$ cat src/rtl/adc_ctrl_pkg.sv
package adc_ctrl_pkg;
  // next power state from the falling-edge count at chip-select release
  function automatic logic next_pd(input logic pd, input int cnt,
                                   input int pd_edge, input int keep_edge);
    if (pd) return (cnt >= keep_edge) ? 1'b0 : 1'b1;
    if (cnt >= pd_edge && cnt < keep_edge) return 1'b1;
    return 1'b0;
  endfunction
endpackage

$ cat src/rtl/adc_edge_sync.sv
module adc_edge_sync #(
  parameter int                WIDTH   = 2,
  parameter int                STAGES  = 2,
  parameter logic [WIDTH-1:0]  RST_VAL = '0
) (
  input  logic             clk_i,
  input  logic             rst_ni,
  input  logic [WIDTH-1:0] d_i,
  output logic [WIDTH-1:0] rise_o,
  output logic [WIDTH-1:0] fall_o
);
  for (genvar b = 0; b < WIDTH; b++) begin : g_bit
    logic [STAGES:0] q;
    always_ff @(posedge clk_i or negedge rst_ni) begin
      if (!rst_ni) q <= {(STAGES+1){RST_VAL[b]}};
      else         q <= {q[STAGES-1:0], d_i[b]};
    end
    assign rise_o[b] = q[STAGES-1] & ~q[STAGES];
    assign fall_o[b] = ~q[STAGES-1] & q[STAGES];
  end
endmodule

$ cat src/rtl/adc_mode_fsm.sv
module adc_mode_fsm
  import adc_ctrl_pkg::*;
#(
  parameter int FRAME     = 16,
  parameter int PD_EDGE   = 2,
  parameter int KEEP_EDGE = 10,
  localparam int CNT_W    = $clog2(FRAME + 1)
) (
  input  logic             clk_i,
  input  logic             rst_ni,
  input  logic             cs_fall_i,
  input  logic             cs_rise_i,
  input  logic             sclk_fall_i,
  input  logic             sclk_rise_i,
  output logic             pd_o,
  output logic             track_o,
  output logic             shift_en_o,
  output logic             last_o,
  output logic [CNT_W-1:0] cnt_o
);
  logic             active_q, frame_pd_q, wake_trk_q, pd_q;
  logic [CNT_W-1:0] cnt_q;
  logic             cnt_full;

  assign cnt_full = (cnt_q == CNT_W'(FRAME));

  always_ff @(posedge clk_i or negedge rst_ni) begin
    if (!rst_ni) begin
      active_q   <= 1'b0;
      frame_pd_q <= 1'b0;
      wake_trk_q <= 1'b0;
      pd_q       <= 1'b0;
      cnt_q      <= '0;
    end else if (cs_fall_i) begin
      active_q   <= 1'b1;
      frame_pd_q <= pd_q;
      wake_trk_q <= 1'b0;
      cnt_q      <= '0;
    end else if (cs_rise_i && active_q) begin
      active_q   <= 1'b0;
      wake_trk_q <= 1'b0;
      pd_q       <= next_pd(pd_q, int'(cnt_q), PD_EDGE, KEEP_EDGE);
    end else if (active_q) begin
      if (sclk_fall_i && !cnt_full) cnt_q <= cnt_q + 1'b1;
      if ((sclk_fall_i || sclk_rise_i) && frame_pd_q) wake_trk_q <= 1'b1;
    end
  end

  assign pd_o       = pd_q;
  assign track_o    = !pd_q || wake_trk_q;
  assign shift_en_o = active_q && sclk_fall_i && !cnt_full && !cs_fall_i;
  assign last_o     = (cnt_q == CNT_W'(FRAME - 1));
  assign cnt_o      = cnt_q;
endmodule

$ cat src/rtl/adc_shift_out.sv
module adc_shift_out #(
  parameter int DATA_W  = 12,
  parameter int LEAD_W  = 4,
  localparam int FRAME  = DATA_W + LEAD_W
) (
  input  logic              clk_i,
  input  logic              rst_ni,
  input  logic              load_i,
  input  logic              shift_i,
  input  logic              last_i,
  input  logic              stop_i,
  input  logic [DATA_W-1:0] sample_i,
  output logic              sdata_o,
  output logic              oe_o
);
  logic [FRAME-1:0] sreg_q;
  logic             oe_q;

  always_ff @(posedge clk_i or negedge rst_ni) begin
    if (!rst_ni) begin
      sreg_q <= '0;
      oe_q   <= 1'b0;
    end else if (load_i) begin
      sreg_q <= {{LEAD_W{1'b0}}, sample_i};
      oe_q   <= 1'b1;
    end else if (stop_i) begin
      oe_q   <= 1'b0;
    end else if (shift_i && oe_q) begin
      sreg_q <= {sreg_q[FRAME-2:0], 1'b0};
      if (last_i) oe_q <= 1'b0;
    end
  end

  assign oe_o    = oe_q;
  assign sdata_o = oe_q & sreg_q[FRAME-1];
endmodule

$ cat src/rtl/adc_serial_ctrl.sv
module adc_serial_ctrl #(
  parameter int DATA_W      = 12,
  parameter int LEAD_W      = 4,
  parameter int PD_EDGE     = 2,
  parameter int KEEP_EDGE   = 10,
  parameter int SYNC_STAGES = 2
) (
  input  logic              clk_i,
  input  logic              rst_ni,
  input  logic              cs_n_i,
  input  logic              sclk_i,
  input  logic [DATA_W-1:0] sample_i,
  output logic              sdata_o,
  output logic              sdata_oe_o,
  output logic              powered_down_o,
  output logic              track_o
);
  localparam int FRAME = DATA_W + LEAD_W;
  localparam int CNT_W = $clog2(FRAME + 1);

  logic [1:0]       rise, fall;
  logic             cs_fall, cs_rise, sclk_fall, sclk_rise;
  logic             pd, shift_en, last;
  logic [CNT_W-1:0] cnt;

  // bit 1: chip-select (idles high), bit 0: serial clock
  adc_edge_sync #(.WIDTH(2), .STAGES(SYNC_STAGES), .RST_VAL(2'b10)) u_sync (
    .clk_i, .rst_ni, .d_i({cs_n_i, sclk_i}), .rise_o(rise), .fall_o(fall)
  );
  assign cs_fall   = fall[1];
  assign cs_rise   = rise[1];
  assign sclk_fall = fall[0];
  assign sclk_rise = rise[0];

  adc_mode_fsm #(.FRAME(FRAME), .PD_EDGE(PD_EDGE), .KEEP_EDGE(KEEP_EDGE)) u_fsm (
    .clk_i, .rst_ni,
    .cs_fall_i(cs_fall), .cs_rise_i(cs_rise),
    .sclk_fall_i(sclk_fall), .sclk_rise_i(sclk_rise),
    .pd_o(pd), .track_o(track_o), .shift_en_o(shift_en),
    .last_o(last), .cnt_o(cnt)
  );

  adc_shift_out #(.DATA_W(DATA_W), .LEAD_W(LEAD_W)) u_shift (
    .clk_i, .rst_ni,
    .load_i(cs_fall && !pd), .shift_i(shift_en), .last_i(last),
    .stop_i(cs_rise), .sample_i(sample_i),
    .sdata_o(sdata_o), .oe_o(sdata_oe_o)
  );

  assign powered_down_o = pd;
endmodule

$ cat config.mk
export PLATFORM = sky130hd
export DESIGN_NAME = adc_serial_ctrl
export DESIGN_NICKNAME = d
export VERILOG_FILES = /design/src/rtl/adc_ctrl_pkg.sv /design/src/rtl/adc_edge_sync.sv /design/src/rtl/adc_mode_fsm.sv /design/src/rtl/adc_shift_out.sv /design/src/rtl/adc_serial_ctrl.sv
export SDC_FILE = /design/constraint.sdc
export NUM_CORES = 1
export LEC_CHECK = 0
export BUFFER_PORTS_ARGS = -buffer_cell sky130_fd_sc_hd__buf_2
export CAP_MARGIN = 40
export CELL_PAD_IN_SITES_DETAIL_PLACEMENT = 0
export CELL_PAD_IN_SITES_GLOBAL_PLACEMENT = 2
export CORE_MARGIN = 3
export CORE_UTILIZATION = 40
export CTS_CLUSTER_SIZE = 12
export DETAILED_ROUTE_END_ITERATION = 7
export PLACE_DENSITY_LB_ADDON = 0.3
export SETUP_SLACK_MARGIN = 0.3
export SYNTH_ARGS = -nofsm -noshare
export SYNTH_HDL_FRONTEND = slang
export SYNTH_SLANG_ARGS = --single-unit
$ cat constraint.sdc
create_clock -name clk_i -period 3.3 [get_ports clk_i]
set_clock_uncertainty 0.15 [all_clocks]
set_input_delay 0.495 -clock clk_i [delete_from_list [all_inputs] [get_ports clk_i]]
set_output_delay 0.495 -clock clk_i [all_outputs]
set_load 0.02 [all_outputs]
==> flow_summary.json, run 1 <==
{
  "grt_usage_pct": 14.1,
  "fin_tns_setup_ns": 0,
  "synth.area.mux_share_pct": 1.99,
  "synth_compound_area_share_pct": 20.5,
  "dieArea_um2": 4550,
  "syn2layout_area_growth_pct": 14.8,
  "max_freq_mhz": 431,
  "yosysSeqAreaShare_pct": 53.2,
  "grt_pass1_wl_mm": 4.77,
  "grt_antenna_before_repair": 0,
  "h-tree-depth": 2,
  "drive_gt1_share_pct": 21.8,
  "cts-buffers-inserted": 5,
  "startpoint_type": "flip-flop",
  "holdWs_ns": 0.101,
  "dr.first_iter.drc_count": 66,
  "syn_area_um2": 1510,
  "worst_slew_pin_slew_ns": 0.923,
  "critPathCaptureType": "flip-flop",
  "routed.top_layer": "met4",
  "cap_violations": 0,
  "ys.flop_type": "dfrtp_1",
  "cp.required_ns": 3.31,
  "insertion_delay_ns": 0.27,
  "max-slew-margin-rel_pct": 38.0,
  "drc_errors": 0,
  "mostFrequentLayoutCells": "29 x dfrtp_1, 19 x buf_2, 11 x nand2_1, 10 x a21o_1, 10 x a22o_1",
  "synth_top_area_share_pct": 48.0,
  "yosysWarnings": 0,
  "rows": 21,
  "hold_viol_final": 0,
  "netlist_instances": 132,
  "finalMaxSlewViolations": 0,
  "ant_nets": 0,
  "synth_xor_area_share_pct": 0,
  "cts-root-buf": "clkbuf_8",
  "port_buffers": 19,
  "cts.path.max_buffers": 2,
  "p_per_area_nw_per_um2": 626,
  "coreArea_um2": 3490,
  "synth-seq-cells": 32,
  "ctsHoldBuffers": 0,
  "fill_cells": 322,
  "viasPerCell": 5.34,
  "die_h_um": 67.5,
  "peakVddDrop_uv": 333,
  "post_cts.repair.setup_buffers": 0,
  "yosys.area_share.simple_pct": 15.2,
  "cp.arrival_ns": 2.33,
  "routed-via-count": 1079,
  "cts.repair.resized": 0,
  "worst-setup-path-type": "flip-flop to flip-flop",
  "yosys.area.top_type": "dfrtp_1",
  "critPathMaxFanout": 17,
  "synth_edf_count": 0,
  "io_pins": 20,
  "wl_met3_um": 135,
  "hpwlAfterDp_mm": 2.08,
  "final_common_cell": "dfrtp_1",
  "holdCritPathClass": "primary input to asynchronous set/reset pin",
  "cts_tree": "done",
  "clkSinkCount": 32,
  "clk_pin_slew_worst_paths_ns": 0.07,
  "drt-wirelength-per-cell_um": 13.9,
  "timing.final.crit_share_pct": 70.3,
  "rsz0062_at_grt": "no",
  "diodes": 0,
  "ys_async_sr_fraction_pct": 100,
  "status": "finished clean",
  "synthAdderAreaFrac_pct": 4.14,
  "grt_overflow_total": 0,
  "yosys-top-cells-area": "dfrtp_1 48%, a22o_1 5.8%, dfstp_2 5.2%",
  "synth_top_family_by_area": "compound AO/OA/AOI/OAI gates",
  "gp_congestion": 0.756,
  "min_period_ns": 2.32,
  "setup_viol": 0,
  "wirelength_mm": 2.80,
  "p_leak_nw": 0.882,
  "grt_max_degree": 33,
  "dr.pass1.iters": 4,
  "avgSynthCellArea_um2": 11.5,
  "wl_met2_mm": 1.31,
  "start_util_pct": 43.3,
  "die_w_um": 67.5,
  "wl_met1_mm": 1.34,
  "final_nets": 176,
  "grt_pass1_vias": 1031,
  "syn_nets": 153,
  "synth.distinct_cells": 38
}
## worst paths after layout
check                                               start                             end  slack [ns]  cells past startpoint
hold / removal                                     rst_ni      u_fsm.cnt_o[4]$_DFFE_PN0P_        0.10                      1
setup / recovery               u_fsm.cnt_o[1]$_DFFE_PN0P_  u_shift.sreg_q[12]$_DFFE_PN0P_        0.98                      6
setup reg to reg               u_fsm.cnt_o[1]$_DFFE_PN0P_  u_shift.sreg_q[12]$_DFFE_PN0P_        0.98                      6
max in group asynchronous                          rst_ni   u_shift.sreg_q[1]$_DFFE_PN0P_        2.45                      1
min in group clk_i                                 cs_n_i  u_sync.g_bit[1].q[0]$_DFF_PN1_        0.17                      1
hold reg to reg            u_sync.g_bit[0].q[0]$_DFF_PN0_  u_sync.g_bit[0].q[1]$_DFF_PN0_        0.20                      0
## cell type report
cell class              count  area (um^2)  area share [%]
clock buffers               8          100            5.77
inverters                   8         30.0            1.73
multi-input cells          87          633            36.5
flip-flops and latches     32          805            46.4
well taps                  46         57.6            3.32
repair buffers             21          110            6.34
## logic make-up after synthesis
family | after synthesis
and+or+nand+nor | 39
DFF | 32
AOI/OAI and AO/OA | 40
adders and majority gates | 5
muxes | 3
buffers and inverters | 13
## stage by stage
stage | utilization (%) | area [um^2] | power, mW | cells | setup slack, ns
finish | 49.7 | 1740 | 1.09 | 202 | 0.979
global placement | 46.6 | 1630 | 0.762 | 193 | 1.06
CTS | 49.7 | 1740 | 1.10 | 202 | 0.977
floorplan | - | 1510 | 0.692 | 132 | 1.37
detailed placement | 46.8 | 1640 | 0.773 | 194 | 0.987
global route | 49.7 | 1740 | 1.15 | 202 | 0.794
## worst max-delay path, stage by stage, from the launching register on
cell and delay (ns):
dfrtp_1 0.45, inv_1 0.07, ha_1 0.17, and4bb_4 0.22, nor4_4 0.81, mux2i_1 0.27, nor2_1 0.06
## where the power goes
part / switching [mW] / internal, mW / total (mW)
Clock: 0.133 / 0.190 / 0.323
Sequential: 0.0680 / 0.477 / 0.545
Combinational: 0.117 / 0.101 / 0.218
Total: 0.317 / 0.768 / 1.09
## state kept, by name, summed over array words and instances (netlist names)
name	cells
u_fsm.pd_o	1
u_shift.sreg_q	16
u_fsm.frame_pd_q	1
u_fsm.wake_trk_q	1
u_shift.oe_o	1
u_fsm.cnt_o	5
u_sync.g_bit.q	6
u_fsm.active_q	1
## per-layer routing
metal	global-route usage [%]	vias to the layer above
met4	4.56	0
met5	0	-
met2	21.7	28
met3	3.99	2
li1	-	527
met1	19.2	522
## synth_stat cells, types with 2 or more instances
master,count
dfrtp_1,29
nand2_1,11
a21o_1,10
a22o_1,10
inv_1,8
nor2_1,6
ha_1,5
nand2b_1,5
buf_6,3
dfstp_2,3
mux2i_1,3
nand3_1,3
nor3_1,3
o21ai_0,3
a21oi_1,2
a31oi_1,2
and2b_1,2
buf_2,2
nor4_1,2
o2bb2ai_1,2
Note: power is estimated with default switching activity, not from simulation.
==> inputs of run 2 (changes only) <==
- CORE_UTILIZATION: 40 -> 37
- clock period: 3.3 -> 2.17 ns (I/O delays scaled with it)
==> run 2 against run 1 <==
Sequential power grew 51%. Combinational power grew 89%. Critical path depth grew 2. Non-clock buffer count grew 19. Maximum frequency grew 23%. Critical endpoint is now u_shift.sreg_q[1]$_DFFE_PN0P_. Final cell count grew 10%. Via count grew 7.0%. Worst hold slack gained 0.037 ns. Die area grew 7.4%. Clock power grew 31%.
==> flow_summary.json, run 2 (same netlist as run 1, synthesis figures left out) <==
{
  "clk_pin_slew_worst_paths_ns": 0.06,
  "h-tree-depth": 2,
  "worst-setup-path-type": "flip-flop to flip-flop",
  "path_cells": "inv_2 > ha_4 > and4bb_4 > nor4_4 > buf_4 > buf_4 > a22o_1 > a21o_1",
  "p_per_area_nw_per_um2": 858,
  "finalMaxSlewViolations": 0,
  "grt_usage_pct": 14.0,
  "status": "finished clean",
  "cp_num_cells": 8,
  "peakVddDrop_uv": 355,
  "diodes": 0,
  "dieArea_um2": 4890,
  "routed-via-count": 1154,
  "r2r_end": "u_shift.sreg_q[1]$_DFFE_PN0P_",
  "gp_congestion": 0.814,
  "grt_pass1_vias": 1174,
  "dr.first_iter.drc_count": 73,
  "p_leak_nw": 0.979,
  "cts_tree": "done",
  "final_nets": 195,
  "path_buf_inv": 3,
  "largest_reg_flops": 16,
  "timing.critical_path.to": "u_shift.sreg_q[1]$_DFFE_PN0P_",
  "drc_errors": 0,
  "drive_gt1_share_pct": 32.0,
  "holdCritPathClass": "primary input to flip-flop",
  "cts-root-buf": "clkbuf_8",
  "grt_max_degree": 33,
  "postLayoutSetupSlackWorst_ns": 0.289,
  "netSwitchingFraction_pct": 30.3,
  "regMostFlops": "u_shift.sreg_q",
  "grt_antenna_before_repair": 0,
  "cts-buffers-inserted": 5,
  "syn2layout_area_growth_pct": 27.6,
  "cts.path.max_buffers": 2,
  "ant_nets": 0,
  "die_h_um": 69.9,
  "start_util_pct": 39.8,
  "switchingPower_mw": 0.503,
  "crit_path_start": "u_fsm.cnt_o[0]$_DFFE_PN0P_",
  "p_int_mw": 1.15,
  "insertion_delay_ns": 0.28,
  "timing.final.crit_share_pct": 86.7,
  "p_comb_share_pct": 24.9,
  "setup_viol": 0,
  "rows": 22,
  "holdWs_ns": 0.138,
  "grt_pass1_wl_mm": 5.49,
  "startpoint_type": "flip-flop",
  "crit_path_frequent_cell": "buf_4",
  "r2r_slack_ns": 0.29,
  "ff2ff_path_depth": 8,
  "final_common_cell": "dfrtp_1",
  "max_freq_mhz": 532,
  "wirelength_mm": 3.21,
  "clockPowerShare_pct": 25.5,
  "hold_viol_final": 0,
  "die_w_um": 69.9,
  "critPathCaptureType": "flip-flop",
  "reg2reg_from": "u_fsm.cnt_o[0]$_DFFE_PN0P_",
  "dr.pass1.iters": 4,
  "critical-path-max-stage-delay_ns": 0.40,
  "crit_family": "simple AND/OR/NAND/NOR gates",
  "rsz0062_at_grt": "yes",
  "place_ws_ns": 0.152,
  "crit_path_top_delay_cell": "dfrtp_1",
  "hpwlAfterDp_mm": 2.07,
  "clkSinkCount": 32,
  "cap_violations": 0,
  "cp.arrival_ns": 1.95,
  "io_pins": 20,
  "port_buffers": 19,
  "viasPerCell": 5.17,
  "holdCritStartpoint": "sample_i[11]",
  "coreArea_um2": 3800,
  "mostFrequentLayoutCells": "29 x dfrtp_1, 19 x buf_2, 15 x buf_4, 11 x nand2_1",
  "grt_overflow_total": 0,
  "fin_tns_setup_ns": 0,
  "worst_slew_pin_slew_ns": 0.716,
  "cp.required_ns": 2.24,
  "drt-wirelength-per-cell_um": 14.4,
  "critPathMaxFanout": 5,
  "min_period_ns": 1.88,
  "max-slew-margin-rel_pct": 52.3,
  "seqPwrFrac_pct": 49.6
}
-- run 2: power by group through the flow --
stage	registers [mW]	clock network [mW]	logic (mW)
2_1_floorplan	0.828	0	0.226
3_3_place_gp	0.826	0	0.341
3_5_place_dp	0.831	0	0.353
4_1_cts	0.823	0.443	0.371
5_1_grt	0.842	0.472	0.461
6_report	0.821	0.423	0.412
-- run 2: worst min-delay path by stage --
stage,to,cells past startpoint
after floorplan,u_fsm.active_q$_DFFE_PN0N_,0
after global placement,u_sync.g_bit[0].q[1]$_DFF_PN0_,0
after detailed placement,u_sync.g_bit[0].q[1]$_DFF_PN0_,0
after CTS,u_shift.sreg_q[0]$_DFFE_PN0P_,2
after global routing,u_shift.sreg_q[10]$_DFFE_PN0P_,3
final,u_shift.sreg_q[11]$_DFFE_PN0P_,3
-- run 2: per-layer routing --
metal	wire length [um]	vias up	GRT usage, %
met5	0	-	0
met4	30	0	6.17
met3	140	5	4.03
met2	1600	22	22.8
met1	1440	565	17.4
li1	-	562	-
-- run 2: stage by stage --
step	cells	power [mW]	area (um^2)	util, %
after CTS	212	1.64	1800	47.5
after global routing	223	1.78	1930	50.8
after detailed placement	198	1.18	1660	43.6
after floorplan	132	1.05	1510	-
after global placement	197	1.17	1650	43.4
final	223	1.66	1930	50.8
-- run 2: repair_timing --
item / CTS / global route
hold buffers: 3 / 0
resized for setup: 5 / 10
gates cloned: 2 / 0
buffers inserted: 1 / 11
hold endpoints to repair: 31 / 0
setup endpoints to repair: 18 / 21
pin swaps: 2 / 4
-- run 2: cell type report --
class	count	area [um^2]
clock buffers	7	76.3
repair buffers	40	280
inverters	8	30.0
flip-flops and latches	32	805
fillers	351	1870
well taps	48	60.1
multi-input cells	87	673
clock inverters	1	5.00
-- run 2: worst register-to-register path, cell delays in order, from the launching register on --
cell	delay, ns
dfrtp_1	0.40
inv_2	0.07
ha_4	0.15
and4bb_4	0.22
nor4_4	0.31
buf_4	0.18
buf_4	0.13
a22o_1	0.13
a21o_1	0.08
==> inputs of run 3 (changes only) <==
- clock period: 2.17 -> 2.1 ns (I/O delays scaled with it)
==> run 3 against run 2 <==
Final cell count grew 0.90%. Non-clock buffer count up 2. Combinational power grew 4%. Die area unchanged. Worst hold slack lost 0.029 ns. Largest cell class unchanged. Critical path depth shrank 2. Sequential power rose by 3.8%.
==> flow_summary.json, run 3 (same netlist as run 1, synthesis figures left out) <==
{
  "status": "finished clean",
  "mostFrequentLayoutCells": "29 x dfrtp_1, 19 x buf_2, 13 x buf_4, 11 x nand2_1",
  "startpoint_type": "flip-flop",
  "syn2layout_area_growth_pct": 31.5,
  "clkSinkCount": 32,
  "placed_cells": 201,
  "coreArea_um2": 3800,
  "setup_viol": 0,
  "p_per_area_nw_per_um2": 886,
  "grt_pass1_vias": 1050,
  "peakVddDrop_uv": 431,
  "cts.path.max_buffers": 2,
  "min_period_ns": 1.89,
  "h-tree-depth": 2,
  "finalMaxSlewViolations": 0,
  "grt_usage_pct": 13.0,
  "die_w_um": 69.9,
  "drt-wirelength-per-cell_um": 14.1,
  "grt_overflow_total": 0,
  "final_nets": 197,
  "hold_viol_final": 0,
  "regMostFlops": "u_shift.sreg_q",
  "start_util_pct": 39.8,
  "ant_nets": 0,
  "timing.final.crit_share_pct": 90.2,
  "port_buffers": 19,
  "dr.pass1.iters": 4,
  "gp_congestion": 0.795,
  "hpwlAfterDp_mm": 2.07,
  "insertion_delay_ns": 0.28,
  "clk_pin_slew_worst_paths_ns": 0.06,
  "worst-setup-path-type": "flip-flop to flip-flop",
  "dieArea_um2": 4890,
  "io_pins": 20,
  "reg2reg_from": "u_sync.g_bit[1].q[2]$_DFF_PN1_",
  "ff2ff_path_depth": 6,
  "hold_path_end": "u_shift.sreg_q[0]$_DFFE_PN0P_",
  "rsz0062_at_grt": "yes",
  "fin_cells": 225,
  "critical-path-max-stage-delay_ns": 0.62,
  "max-slew-margin-rel_pct": 52.1,
  "max_freq_mhz": 528,
  "largest_reg_flops": 16,
  "fin_tns_setup_ns": 0,
  "place_ws_ns": -0.0364,
  "p_leak_nw": 1.01,
  "cts_tree": "done",
  "holdCritStartpoint": "sample_i[0]",
  "r2r_end": "u_shift.sreg_q[9]$_DFFE_PN0P_",
  "r2r_slack_ns": 0.21,
  "die_h_um": 69.9,
  "grt_antenna_before_repair": 0,
  "cp.required_ns": 2.12,
  "grt_max_degree": 33,
  "drc_errors": 0,
  "dr.first_iter.drc_count": 73,
  "postLayoutSetupSlackWorst_ns": 0.206,
  "cts-buffers-inserted": 5,
  "crit_path_top_delay_cell": "dfstp_2",
  "critPathCaptureType": "flip-flop",
  "holdPathStages": 2,
  "cts-root-buf": "clkbuf_8",
  "holdCritPathClass": "primary input to flip-flop",
  "worst_slew_pin_slew_ns": 0.718,
  "path_cells": "nor2b_4 > nor4_4 > buf_4 > clkbuf_16 > a22o_1 > a21o_1",
  "grt_pass1_wl_mm": 4.99,
  "critPathMaxFanout": 8,
  "routed-via-count": 1146,
  "cp.arrival_ns": 1.92,
  "final_common_cell": "dfrtp_1",
  "wirelength_mm": 3.18,
  "cap_violations": 0,
  "fill_cells": 340,
  "diodes": 0,
  "viasPerCell": 5.09,
  "drive_gt1_share_pct": 32.8,
  "rows": 22
}
-- run 3: cell count changes in the layout (fill, tap and decap cells not counted), sizes merged --
cell	before	now
clkbuf	7	10
clkinv	1	0
-- run 3: stage by stage --
step	power, mW	utilization [%]	cell area [um^2]	hold WS (ns)
5_1_grt	1.87	52.3	1990	0.107
6_report	1.76	52.3	1990	0.109
3_3_place_gp	1.22	44.3	1680	0.185
3_5_place_dp	1.24	44.6	1690	0.187
4_1_cts	1.75	48.6	1850	0.106
2_1_floorplan	1.09	-	1510	-0.131
-- run 3: final cells by class --
type	count	area (um^2)	share of cell area, %
Sequential cell	32	805	40.5
Multi-Input combinational cell	87	668	33.6
Timing Repair Buffer	42	335	16.9
Clock buffer	8	90.1	4.53
Tap cell	48	60.1	3.02
Inverter	8	30.0	1.51
-- run 3: where the power goes --
group | switching [mW] | internal (mW) | leakage (nW)
combinational | 0.211 | 0.218 | 0.553
sequential | 0.103 | 0.749 | 0.408
clock | 0.214 | 0.267 | 0.0455
-- run 3: how the worst max path moves through the flow --
stage / from / cells past startpoint / endpoint
4_1_cts: u_fsm.cnt_o[0]$_DFFE_PN0P_ / 7 / u_shift.sreg_q[13]$_DFFE_PN0P_
6_report: u_sync.g_bit[1].q[2]$_DFF_PN1_ / 6 / u_shift.sreg_q[9]$_DFFE_PN0P_
3_5_place_dp: u_fsm.cnt_o[0]$_DFFE_PN0P_ / 6 / u_shift.sreg_q[0]$_DFFE_PN0P_
5_1_grt: u_sync.g_bit[1].q[2]$_DFF_PN1_ / 6 / u_shift.sreg_q[9]$_DFFE_PN0P_
3_3_place_gp: u_sync.g_bit[1].q[2]$_DFF_PN1_ / 4 / u_shift.sreg_q[3]$_DFFE_PN0P_
2_1_floorplan: u_fsm.cnt_o[1]$_DFFE_PN0P_ / 7 / u_shift.sreg_q[12]$_DFFE_PN0P_
-- run 3: routing by layer --
layer	part of all wire (%)	global-route usage [%]	vias up
li1	-	-	568
met1	49	18.2	545
met2	44	17.4	24
met3	4.1	3.60	9
met4	2.9	8.09	0
met5	0	0	-
-- run 3: repair_timing --
action / in CTS / in global routing
endpoints found under the setup margin: 17 / 21
endpoints found under the hold margin: 31 / 0
gates resized for setup: 2 / 10
setup buffers: 2 / 10
hold buffers: 3 / 0
pin swaps: 1 / 3
gates cloned: 0 / 1
-- run 3: worst max-delay path, delay by kind of cell, from the launching register on --
| family | cells | cell delay (ns) |
|---|---|---|
| compound gates | 2 | 0.36 |
| flops | 1 | 0.62 |
| simple gates | 2 | 0.36 |
| buf+inv | 2 | 0.30 |
